### config.mk
export PLATFORM = sky130hd
export DESIGN_NAME = prime_bank_mapper
export DESIGN_NICKNAME = d
export VERILOG_FILES = /design/src/rtl/pbm_pkg.sv /design/src/rtl/pbm_ctrl.sv /design/src/rtl/pbm_fold_dp.sv /design/src/rtl/prime_bank_mapper.sv
export SDC_FILE = /design/constraint.sdc
export NUM_CORES = 1
export LEC_CHECK = 0
export CORE_MARGIN = 3
export CORE_UTILIZATION = 50
export DETAILED_ROUTE_END_ITERATION = 8
export PLACE_DENSITY_LB_ADDON = 0.25
export SLEW_MARGIN = 20
export SYNTH_ARGS = -nofsm -noshare
export SYNTH_HDL_FRONTEND = slang
export SYNTH_SLANG_ARGS = --single-unit
### constraint.sdc
create_clock -name clk -period 1.8 [get_ports clk]
set_input_delay 0.18 -clock clk [delete_from_list [all_inputs] [get_ports clk]]
set_output_delay 0.18 -clock clk [all_outputs]
set_load 0.02 [all_outputs]
### src/rtl/pbm_pkg.sv
package pbm_pkg;

  // Strobes from control to datapath
  typedef struct packed {
    logic capture;   // load a new mapping into the output stage
  } pbm_strobe_t;

  // Residue of bit weight 2^k modulo (2^m - 1)
  function automatic int unsigned bitResidue(input int unsigned k, input int unsigned m);
    return 32'd1 << (k % m);
  endfunction

endpackage

### src/rtl/pbm_ctrl.sv
module pbm_ctrl
  import pbm_pkg::*;
#(
  parameter int PIPE_STAGES = 1
) (
  input  logic        clk,
  input  logic        rstN,
  input  logic        inValid,
  output pbm_strobe_t strobe,
  output logic        outValid
);

  assign strobe.capture = inValid;

  generate
    if (PIPE_STAGES > 0) begin : g_reg
      logic validQ;
      always_ff @(posedge clk or negedge rstN) begin
        if (!rstN) validQ <= 1'b0;
        else       validQ <= inValid;
      end
      assign outValid = validQ;

      // valid is the input valid delayed by one cycle
      a_r4_valid_latency: assert property (@(posedge clk) disable iff (!rstN)
        inValid |=> outValid);
      a_r4_valid_drop: assert property (@(posedge clk) disable iff (!rstN)
        !inValid |=> !outValid);
    end else begin : g_comb
      assign outValid = inValid;
    end
  endgenerate

endmodule

### src/rtl/pbm_fold_dp.sv
module pbm_fold_dp
  import pbm_pkg::*;
#(
  parameter int ADDR_W      = 9,
  parameter int BANK_BITS   = 3,
  parameter int WORD_BITS   = 6,
  parameter int PIPE_STAGES = 1
) (
  input  logic                 clk,
  input  logic                 rstN,
  input  pbm_strobe_t          strobe,
  input  logic [ADDR_W-1:0]    addr,
  output logic [BANK_BITS-1:0] bankIdx,
  output logic [WORD_BITS-1:0] wordIdx
);

  localparam int NB    = (1 << BANK_BITS) - 1;
  localparam int SUM_W = $clog2(ADDR_W * NB + 1) + 1;
  localparam int FOLDS = SUM_W;

  logic [SUM_W-1:0]     residueSum;
  logic [SUM_W-1:0]     folded;
  logic [BANK_BITS-1:0] bankNext;
  logic [WORD_BITS-1:0] wordNext;

  // Sum of per-bit residues, each weight fixed at build time
  always_comb begin
    residueSum = '0;
    for (int k = 0; k < ADDR_W; k++) begin
      if (addr[k]) residueSum = residueSum + SUM_W'(bitResidue(k, BANK_BITS));
    end
  end

  // End-around fold down to BANK_BITS bits
  always_comb begin
    folded = residueSum;
    for (int i = 0; i < FOLDS; i++) begin
      folded = SUM_W'(folded[BANK_BITS-1:0]) + (folded >> BANK_BITS);
    end
    bankNext = (folded[BANK_BITS-1:0] == BANK_BITS'(NB)) ? '0 : folded[BANK_BITS-1:0];
  end

  // Offset within bank: low bits
  always_comb begin
    wordNext = '0;
    for (int b = 0; b < WORD_BITS; b++) begin
      if (b < ADDR_W) wordNext[b] = addr[b];
    end
  end

  // fold has settled into BANK_BITS bits
  a_r3_fold_settled: assert property (@(posedge clk) disable iff (!rstN)
    strobe.capture |-> (folded >> BANK_BITS) == '0);

  generate
    if (PIPE_STAGES > 0) begin : g_reg
      always_ff @(posedge clk or negedge rstN) begin
        if (!rstN) begin
          bankIdx <= '0;
          wordIdx <= '0;
        end else if (strobe.capture) begin
          bankIdx <= bankNext;
          wordIdx <= wordNext;
        end
      end

      // outputs hold while nothing is captured
      a_r5_hold_idle: assert property (@(posedge clk) disable iff (!rstN)
        !strobe.capture |=> $stable(bankIdx) && $stable(wordIdx));
    end else begin : g_comb
      assign bankIdx = bankNext;
      assign wordIdx = wordNext;
    end
  endgenerate

endmodule

### src/rtl/prime_bank_mapper.sv
module prime_bank_mapper
  import pbm_pkg::*;
#(
  parameter int ADDR_W      = 9,
  parameter int BANK_BITS   = 3,
  parameter int WORD_BITS   = 6,
  parameter int PIPE_STAGES = 1
) (
  input  logic                 clk,
  input  logic                 rstN,
  input  logic                 inValid,
  input  logic [ADDR_W-1:0]    addr,
  output logic                 outValid,
  output logic [BANK_BITS-1:0] bankIdx,
  output logic [WORD_BITS-1:0] wordIdx
);

  localparam int NB = (1 << BANK_BITS) - 1;

  pbm_strobe_t strobe;

  pbm_ctrl #(.PIPE_STAGES(PIPE_STAGES)) uCtrl (
    .clk      (clk),
    .rstN     (rstN),
    .inValid  (inValid),
    .strobe   (strobe),
    .outValid (outValid)
  );

  pbm_fold_dp #(
    .ADDR_W      (ADDR_W),
    .BANK_BITS   (BANK_BITS),
    .WORD_BITS   (WORD_BITS),
    .PIPE_STAGES (PIPE_STAGES)
  ) uDp (
    .clk     (clk),
    .rstN    (rstN),
    .strobe  (strobe),
    .addr    (addr),
    .bankIdx (bankIdx),
    .wordIdx (wordIdx)
  );

  // bank index stays below the bank count
  a_r3_bank_below_count: assert property (@(posedge clk) disable iff (!rstN)
    outValid |-> bankIdx != BANK_BITS'(NB));

  generate
    if (PIPE_STAGES > 0 && ADDR_W >= WORD_BITS) begin : g_chk
      // offset is the low bits of the accepted address
      a_r2_word_low_bits: assert property (@(posedge clk) disable iff (!rstN)
        inValid |=> wordIdx == $past(addr[WORD_BITS-1:0]));
      // bank index is the accepted address mod NB
      a_r1_bank_mod: assert property (@(posedge clk) disable iff (!rstN)
        inValid |=> 32'(bankIdx) == 32'($past(addr)) % NB);
    end
  endgenerate

endmodule

======== Word-level counts from Yosys, hierarchy flattened ========
Cells that the tools add are included.
storage, ports and cells
  output and inout bits ................... 10
  logic and storage cells ................. 29
  register bits ........................... 10
  bits of input ports ..................... 12
cells by class
  eq/ne operators ......................... 1
  muxes and demuxes ....................... 10
  add/sub/neg operators ................... 15
operators with widths
  cell                   number
  $mux W7                8
  $add A3 B4 Y5          6
  $add A7 B3 Y7 const B  3
  $add A7 B1 Y7 const B  2
  $add A7 B2 Y7 const B  2
  $add A1 B2 Y3 const B  1
  $add A3 B3 Y3          1
  $eq A3 B3 Y1 const B   1
  $mux W3                1
  $mux W1                1

======== Longest topological paths before layout ========
Gate-level depths: netlist of the first run.
  depth after elaboration ................. 26
  mapped depth ............................ 38
  mapped depth without buffers ............ 38

======== By module ========
A second synthesis of the first run with hierarchy kept.
second synthesis, totals
  cells, all modules ...................... 150
  area, all modules ....................... 1,437.6 um2
modules (own cells, without submodules)
  module       cells each  seq. area each (um2)  times used  area each (um2)
  pbm_fold_dp  148         225.2                 1           1,405.1
  pbm_ctrl     2           25.0                  1           32.5

======== Worst setup path after synthesis of the first run ========
No wires, ideal clock.
  path type ............................... input -> register
  from .................................... input port addr[0]
  to ...................................... register uDp.bankIdx[0]
  slack ................................... -4,989 ps
  buffers on the path ..................... 0
  stages .................................. 38
  library setup time ...................... 138 ps
  data arrival time ....................... 6,651 ps
  path through ............................ ha_1 > mux2i_1 > inv_1 > ha_1 > nand2b_1 > nand3_2 > inv_2 > ha_1 > a211o_2 > o2111a_2 > xnor2_1 > ha_1 > and2_1 > xnor2_1 > xnor2_1 > ha_1 > a21o_1 > a21oi_1 > (+2 left out) > inv_1 > fa_1 > inv_1 > ha_1 > xnor2_1 > xnor2_1 > and3_1 > ha_1 > ha_1 > xor2_1 > and3_1 > ha_1 > ha_1 > xnor2_1 > xnor2_1 > nand2_1 > nand3_1 > o21ai_0
between the ends
  longest elaborated chain between the ends .. 26
RTL lines
  element                          RTL line                 source
  from (decl)                      prime_bank_mapper.sv:12  input logic [ADDR_W-1:0] addr,
  $mux W1 (*)                      pbm_fold_dp.sv:30        if (addr[k]) residueSum = residueSum + SUM_W'(bitResidue(k, BANK_BITS));
  $add A1 B2 Y3                    pbm_fold_dp.sv:30
  $mux W7 (*)                      pbm_fold_dp.sv:30
  $add A7 B3 Y7                    pbm_fold_dp.sv:30
  $mux W7 (*)                      pbm_fold_dp.sv:30
  $add A7 B1 Y7                    pbm_fold_dp.sv:30
  $mux W7 (*)                      pbm_fold_dp.sv:30
  $add A7 B2 Y7                    pbm_fold_dp.sv:30
  (+5 left out)                    n/a
  $add A7 B2 Y7                    pbm_fold_dp.sv:30
  $mux W7 (*)                      pbm_fold_dp.sv:30
  $add A7 B3 Y7                    pbm_fold_dp.sv:30
  $mux W7 (*)                      pbm_fold_dp.sv:30
  $add A3 B4 Y5 (*) (6 in series)  pbm_fold_dp.sv:38        folded = SUM_W'(folded[BANK_BITS-1:0]) + (folded >> BANK_BITS);
  $add A3 B3 Y3 (*)                pbm_fold_dp.sv:38
  $eq A3 B3 Y1                     pbm_fold_dp.sv:40        bankNext = (folded[BANK_BITS-1:0] == BANK_BITS'(NB)) ? '0 : folded[BANK_BITS-1:0];
  $mux W3 (*)                      pbm_fold_dp.sv:40
  to (signal assigned)             pbm_fold_dp.sv:62        bankIdx <= bankNext;
  to (decl)                        pbm_fold_dp.sv:13        output logic [BANK_BITS-1:0] bankIdx,
Mark *: on every way between the ends. The rest lies on a longest branch, timed or not.
A chain may end at the register's enable or synchronous reset.

======== Worst setup path in the final report of the first run ========
  from .................................... input port addr[1]
  to ...................................... register uDp.bankIdx[0]
between the ends
  longest elaborated chain between the ends .. 24
RTL lines
  element                          RTL line
  $mux W7 (*)                      pbm_fold_dp.sv:30
  $add A7 B3 Y7                    pbm_fold_dp.sv:30
  $mux W7 (*)                      pbm_fold_dp.sv:30
  $add A7 B1 Y7                    pbm_fold_dp.sv:30
  $mux W7 (*)                      pbm_fold_dp.sv:30
  $add A7 B2 Y7                    pbm_fold_dp.sv:30
  $mux W7 (*)                      pbm_fold_dp.sv:30
  $add A7 B3 Y7                    pbm_fold_dp.sv:30
  (+3 left out)                    n/a
  $add A7 B2 Y7                    pbm_fold_dp.sv:30
  $mux W7 (*)                      pbm_fold_dp.sv:30
  $add A7 B3 Y7                    pbm_fold_dp.sv:30
  $mux W7 (*)                      pbm_fold_dp.sv:30
  $add A3 B4 Y5 (*) (6 in series)  pbm_fold_dp.sv:38
  $add A3 B3 Y3 (*)                pbm_fold_dp.sv:38
  $eq A3 B3 Y1                     pbm_fold_dp.sv:40
  $mux W3 (*)                      pbm_fold_dp.sv:40
Marked as above.

==> results by group, run 1 <==
Die
  – Chip width: 59.1 um
  – Die Y: 59.1 um
  – Core Region: between 0.002 and 0.003 mm^2
  – Area of the die: around 0.0035 mm^2
  – Top-Level Pins: 22
  – Cell Rows: 18
  – Initial core utilization: 54.5%

STA
  – Layout Skew: 0 ns
  – Hold_ws: 0.206 ns
  – Final Hold Fails: 0
  – Fin crit share: 372%
  – Endpoints failing setup: 3
  – Fmax: 0.149 GHz
  – Slew headroom: 60.8%
  – Minimum clock period: 6.70 ns
  – RSZ-0062 raised after global routing: yes
  – Max-slew violations: 0
  – Fin worst setup slack: -4.90 ns
  – Worst Max-Slew Pin Slew: 0.586 ns

GRT
  – First-pass GRT wire length: 6630 um
  – Largest net degree at the start of global routing: 14
  – Vias in the first global route: 1525
  – Gr usage total: 24.8%
  – Overflow after GRT: 0
  – Initial antenna violation count: 0

Worst setup path
  – Delay of the slowest critical-path stage: 0.57 ns
  – WP buf/inv: 6
  – Critical Path RT: 1.93 ns
  – WS Path Type: in -> reg
  – WP data arrival: roughly 7 ns
  – CP endpoint kind: register
  – Startpoint types: primary input
  – Most used cell, CP: ha_4
  – Worst path slowest cell: fa_2
  – Max FO, Critical Path: 3
  – Delay-heaviest family, CP: adder cells

Clock network
  – CTS tree: yes
  – CTS root buf: clkbuf_4
  – Clk Latency, worst-skew pair: about 0.27 ns
  – H-tree depth: 1
  – Hold buffers post-CTS: 0
  – Worst-path clk slew: 0.08 ns
  – Clock sink count: 10
  – CTS Buf Count: 3
  – CTS Buffer Depth: 2

Logic synthesis
  – Netlist cell types: 45
  – Synth top area share: 18.6%
  – Mapped Cells: approximately 150
  – Post-synthesis register bit count: 10
  – Syn Nets: 186
  – Syn Area/Cell: 9.35 um^2
  – Top cells by area, synth: ha_1 (19%), dfrtp_1 (18%), xnor2_1 (11%), mux2_2 (5.6%), xor2_1 (5.6%)
  – Mapped Area: about 0.0014 mm^2
  – Number of synthesized flops with an enable pin: 0
  – Ys async rst share: 100%
  – YS warnings: 0
  – Synth cell count leaders: ha_1 (21), xnor2_1 (17), nand2_1 (12), dfrtp_1 (10), inv_1 (10)
  – Yosys top cell by area: ha_1
  – Main synth FF type: dfrtp_1
  – Seq/Total Area, Yosys: 17.7%
  – Most common cell in the netlist: ha_1

Route
  – Routed Wire Length: a little over 5000 um
  – Drt initial violations: a little under 80
  – Vias: between 1000 and 1500
  – Avg WL per Cell: 20.6 um
  – DRT Pass-1 Iters: 4
  – Avg Vias per Cell: 5.98
  – Final ANT Viol Nets: 0
  – # DRC: 0

Finish
  – Nets@finish: between 200 and 300
  – Area Overhead vs Synth: 70.7%
  – Number of diodes: 0
  – Layout cell share with drive strength beyond 1: 57.5%
  – Fillers: between 80 and 90

Placement
  – Final Wtd Congestion: 0.774
  – Post-DP HPWL: around 3100 um
  – Place WS: -5.64 ns
  – Port Buffers: 21

Power and ir drop
  – P per Cell Area: approximately 1200 mW/mm^2
  – Pleak: 1.07 nW
  – Worst vdd ir: 1.70 mV

Worst hold path
  – Worst min path class: in -> async

Outcome
  – Run status: finished, violations left
  – Failing checks: setup timing

Run
  – Max-cap check violation count: 0
-- cells in the final DEF, fill, tap and decap left out, types with 2 or more instances in the layout --
| cell type | Yosys | layout |
|---|---|---|
| and2_4 | 0 | 2 |
| nand3_1 | 5 | 4 |
| inv_1 | 10 | 7 |
| xor2_1 | 9 | 5 |
| a21oi_2 | 0 | 2 |
| fa_2 | 0 | 2 |
| xnor2_2 | 0 | 9 |
| xnor2_1 | 17 | 6 |
| dfrtp_1 | 10 | 10 |
| ha_4 | 0 | 10 |
| inv_2 | 1 | 3 |
| clkbuf_4 | 1 | 3 |
| ha_2 | 0 | 5 |
| clkdlybuf4s50_1 | 0 | 17 |
| nor3_2 | 0 | 2 |
| o21ai_2 | 1 | 2 |
| nand3b_1 | 3 | 3 |
| ha_1 | 21 | 6 |
| o21ai_1 | 0 | 3 |
| and3_4 | 1 | 4 |
| xor2_2 | 1 | 4 |
| nor2_1 | 6 | 6 |
| a211o_1 | 2 | 2 |
| xnor2_4 | 0 | 2 |
| mux2_2 | 7 | 7 |
| nand4b_1 | 2 | 2 |
| mux2i_1 | 3 | 2 |
| nand4_1 | 2 | 2 |
| nand2_1 | 12 | 9 |
| buf_6 | 2 | 2 |
| nand2_2 | 0 | 3 |
| buf_4 | 0 | 47 |
-- power breakdown --
part / switching [mW] / total [mW] / internal, mW
clock: 0.0922 / 0.215 / 0.123
sequential: 0.0347 / 0.307 / 0.273
combinational: 1.16 / 2.39 / 1.24
total: 1.28 / 2.92 / 1.63
-- repair_timing --
item | CTS | global route
buffers inserted | 3 | 3
pin swaps | 27 | 14
setup endpoints to repair | 3 | 3
gates resized for setup | 28 | 23
endpoints found under the hold margin | 0 | 0
-- sequential cells by signal (all words and copies together), names as in the netlist --
| name | cells |
|---|---|
| uDp.wordIdx | 6 |
| uDp.bankIdx | 3 |
| uCtrl.outValid | 1 |
-- worst paths after layout --
kind,startpoint,end,slack (ns),cells past startpoint
max,addr[1],uDp.bankIdx[0],-4.90,39
max reg2reg,uDp.wordIdx[4],uDp.wordIdx[4],0.99,1
max in group asynchronous,rstN,uDp.wordIdx[2],1.28,1
min reg2reg,uDp.wordIdx[5],uDp.wordIdx[5],0.52,1
min in group clk,addr[0],uDp.wordIdx[0],0.30,3
min,rstN,uDp.wordIdx[0],0.21,1
-- cells by family (layout without fill, tap and decap cells) --
| family | count (synthesis) | count (layout) | share of synthesized area [%] |
|---|---|---|---|
| buf+inv | 16 | 84 | 5.58 |
| fa+ha+maj | 23 | 23 | 21.5 |
| mux | 10 | 10 | 7.71 |
| xor+xnor | 27 | 27 | 17.3 |
| simple gates | 45 | 45 | 18.9 |
| compound gates | 20 | 20 | 11.3 |
| flops | 10 | 10 | 17.7 |
-- stage by stage --
| stage | cells | power, mW | cell area [um^2] | TNS, ns | utilization, % |
|---|---|---|---|---|---|
| finish | 249 | 2.92 | 2410 | -14.54 | 93.0 |
| global placement | 239 | 2.10 | 2150 | -15.65 | 83.2 |
| CTS | 246 | 2.62 | 2280 | -13.96 | 88.2 |
| floorplan | 151 | 1.56 | 1630 | -13.70 | - |
| detailed placement | 239 | 2.25 | 2150 | -16.80 | 83.2 |
| global route | 249 | 3.11 | 2410 | -15.47 | 93.0 |
-- per-layer routing --
layer	GRT usage [%]	share of wire (%)
met3	4.36	3.8
met5	0	0
met2	51.4	59
met1	24.8	35
met4	5.83	3.0
-- cell type report --
class / count / area, um^2 / area share, %
Tap cell: 30 / 37.5 / 1.56
Inverter: 11 / 43.8 / 1.82
Sequential cell: 10 / 250 / 10.4
Clock buffer: 4 / 36.3 / 1.51
Multi-Input combinational cell: 125 / 1460 / 60.7
Timing Repair Buffer: 69 / 578 / 24.0
Power figures use the tool's default switching activity.
==> run 2: changes to the inputs <==
ABC_CLOCK_PERIOD_IN_PS = 1800   (was not set)
==> results of run 2 <==
No change in the layout: final DEF, timing and power equal those of run 1.
==> run 3: changes to the inputs <==
GPL_ROUTABILITY_DRIVEN = 0   (was not set)
==> results of run 3 <==
No change in the layout: final DEF, timing and power equal those of run 1.
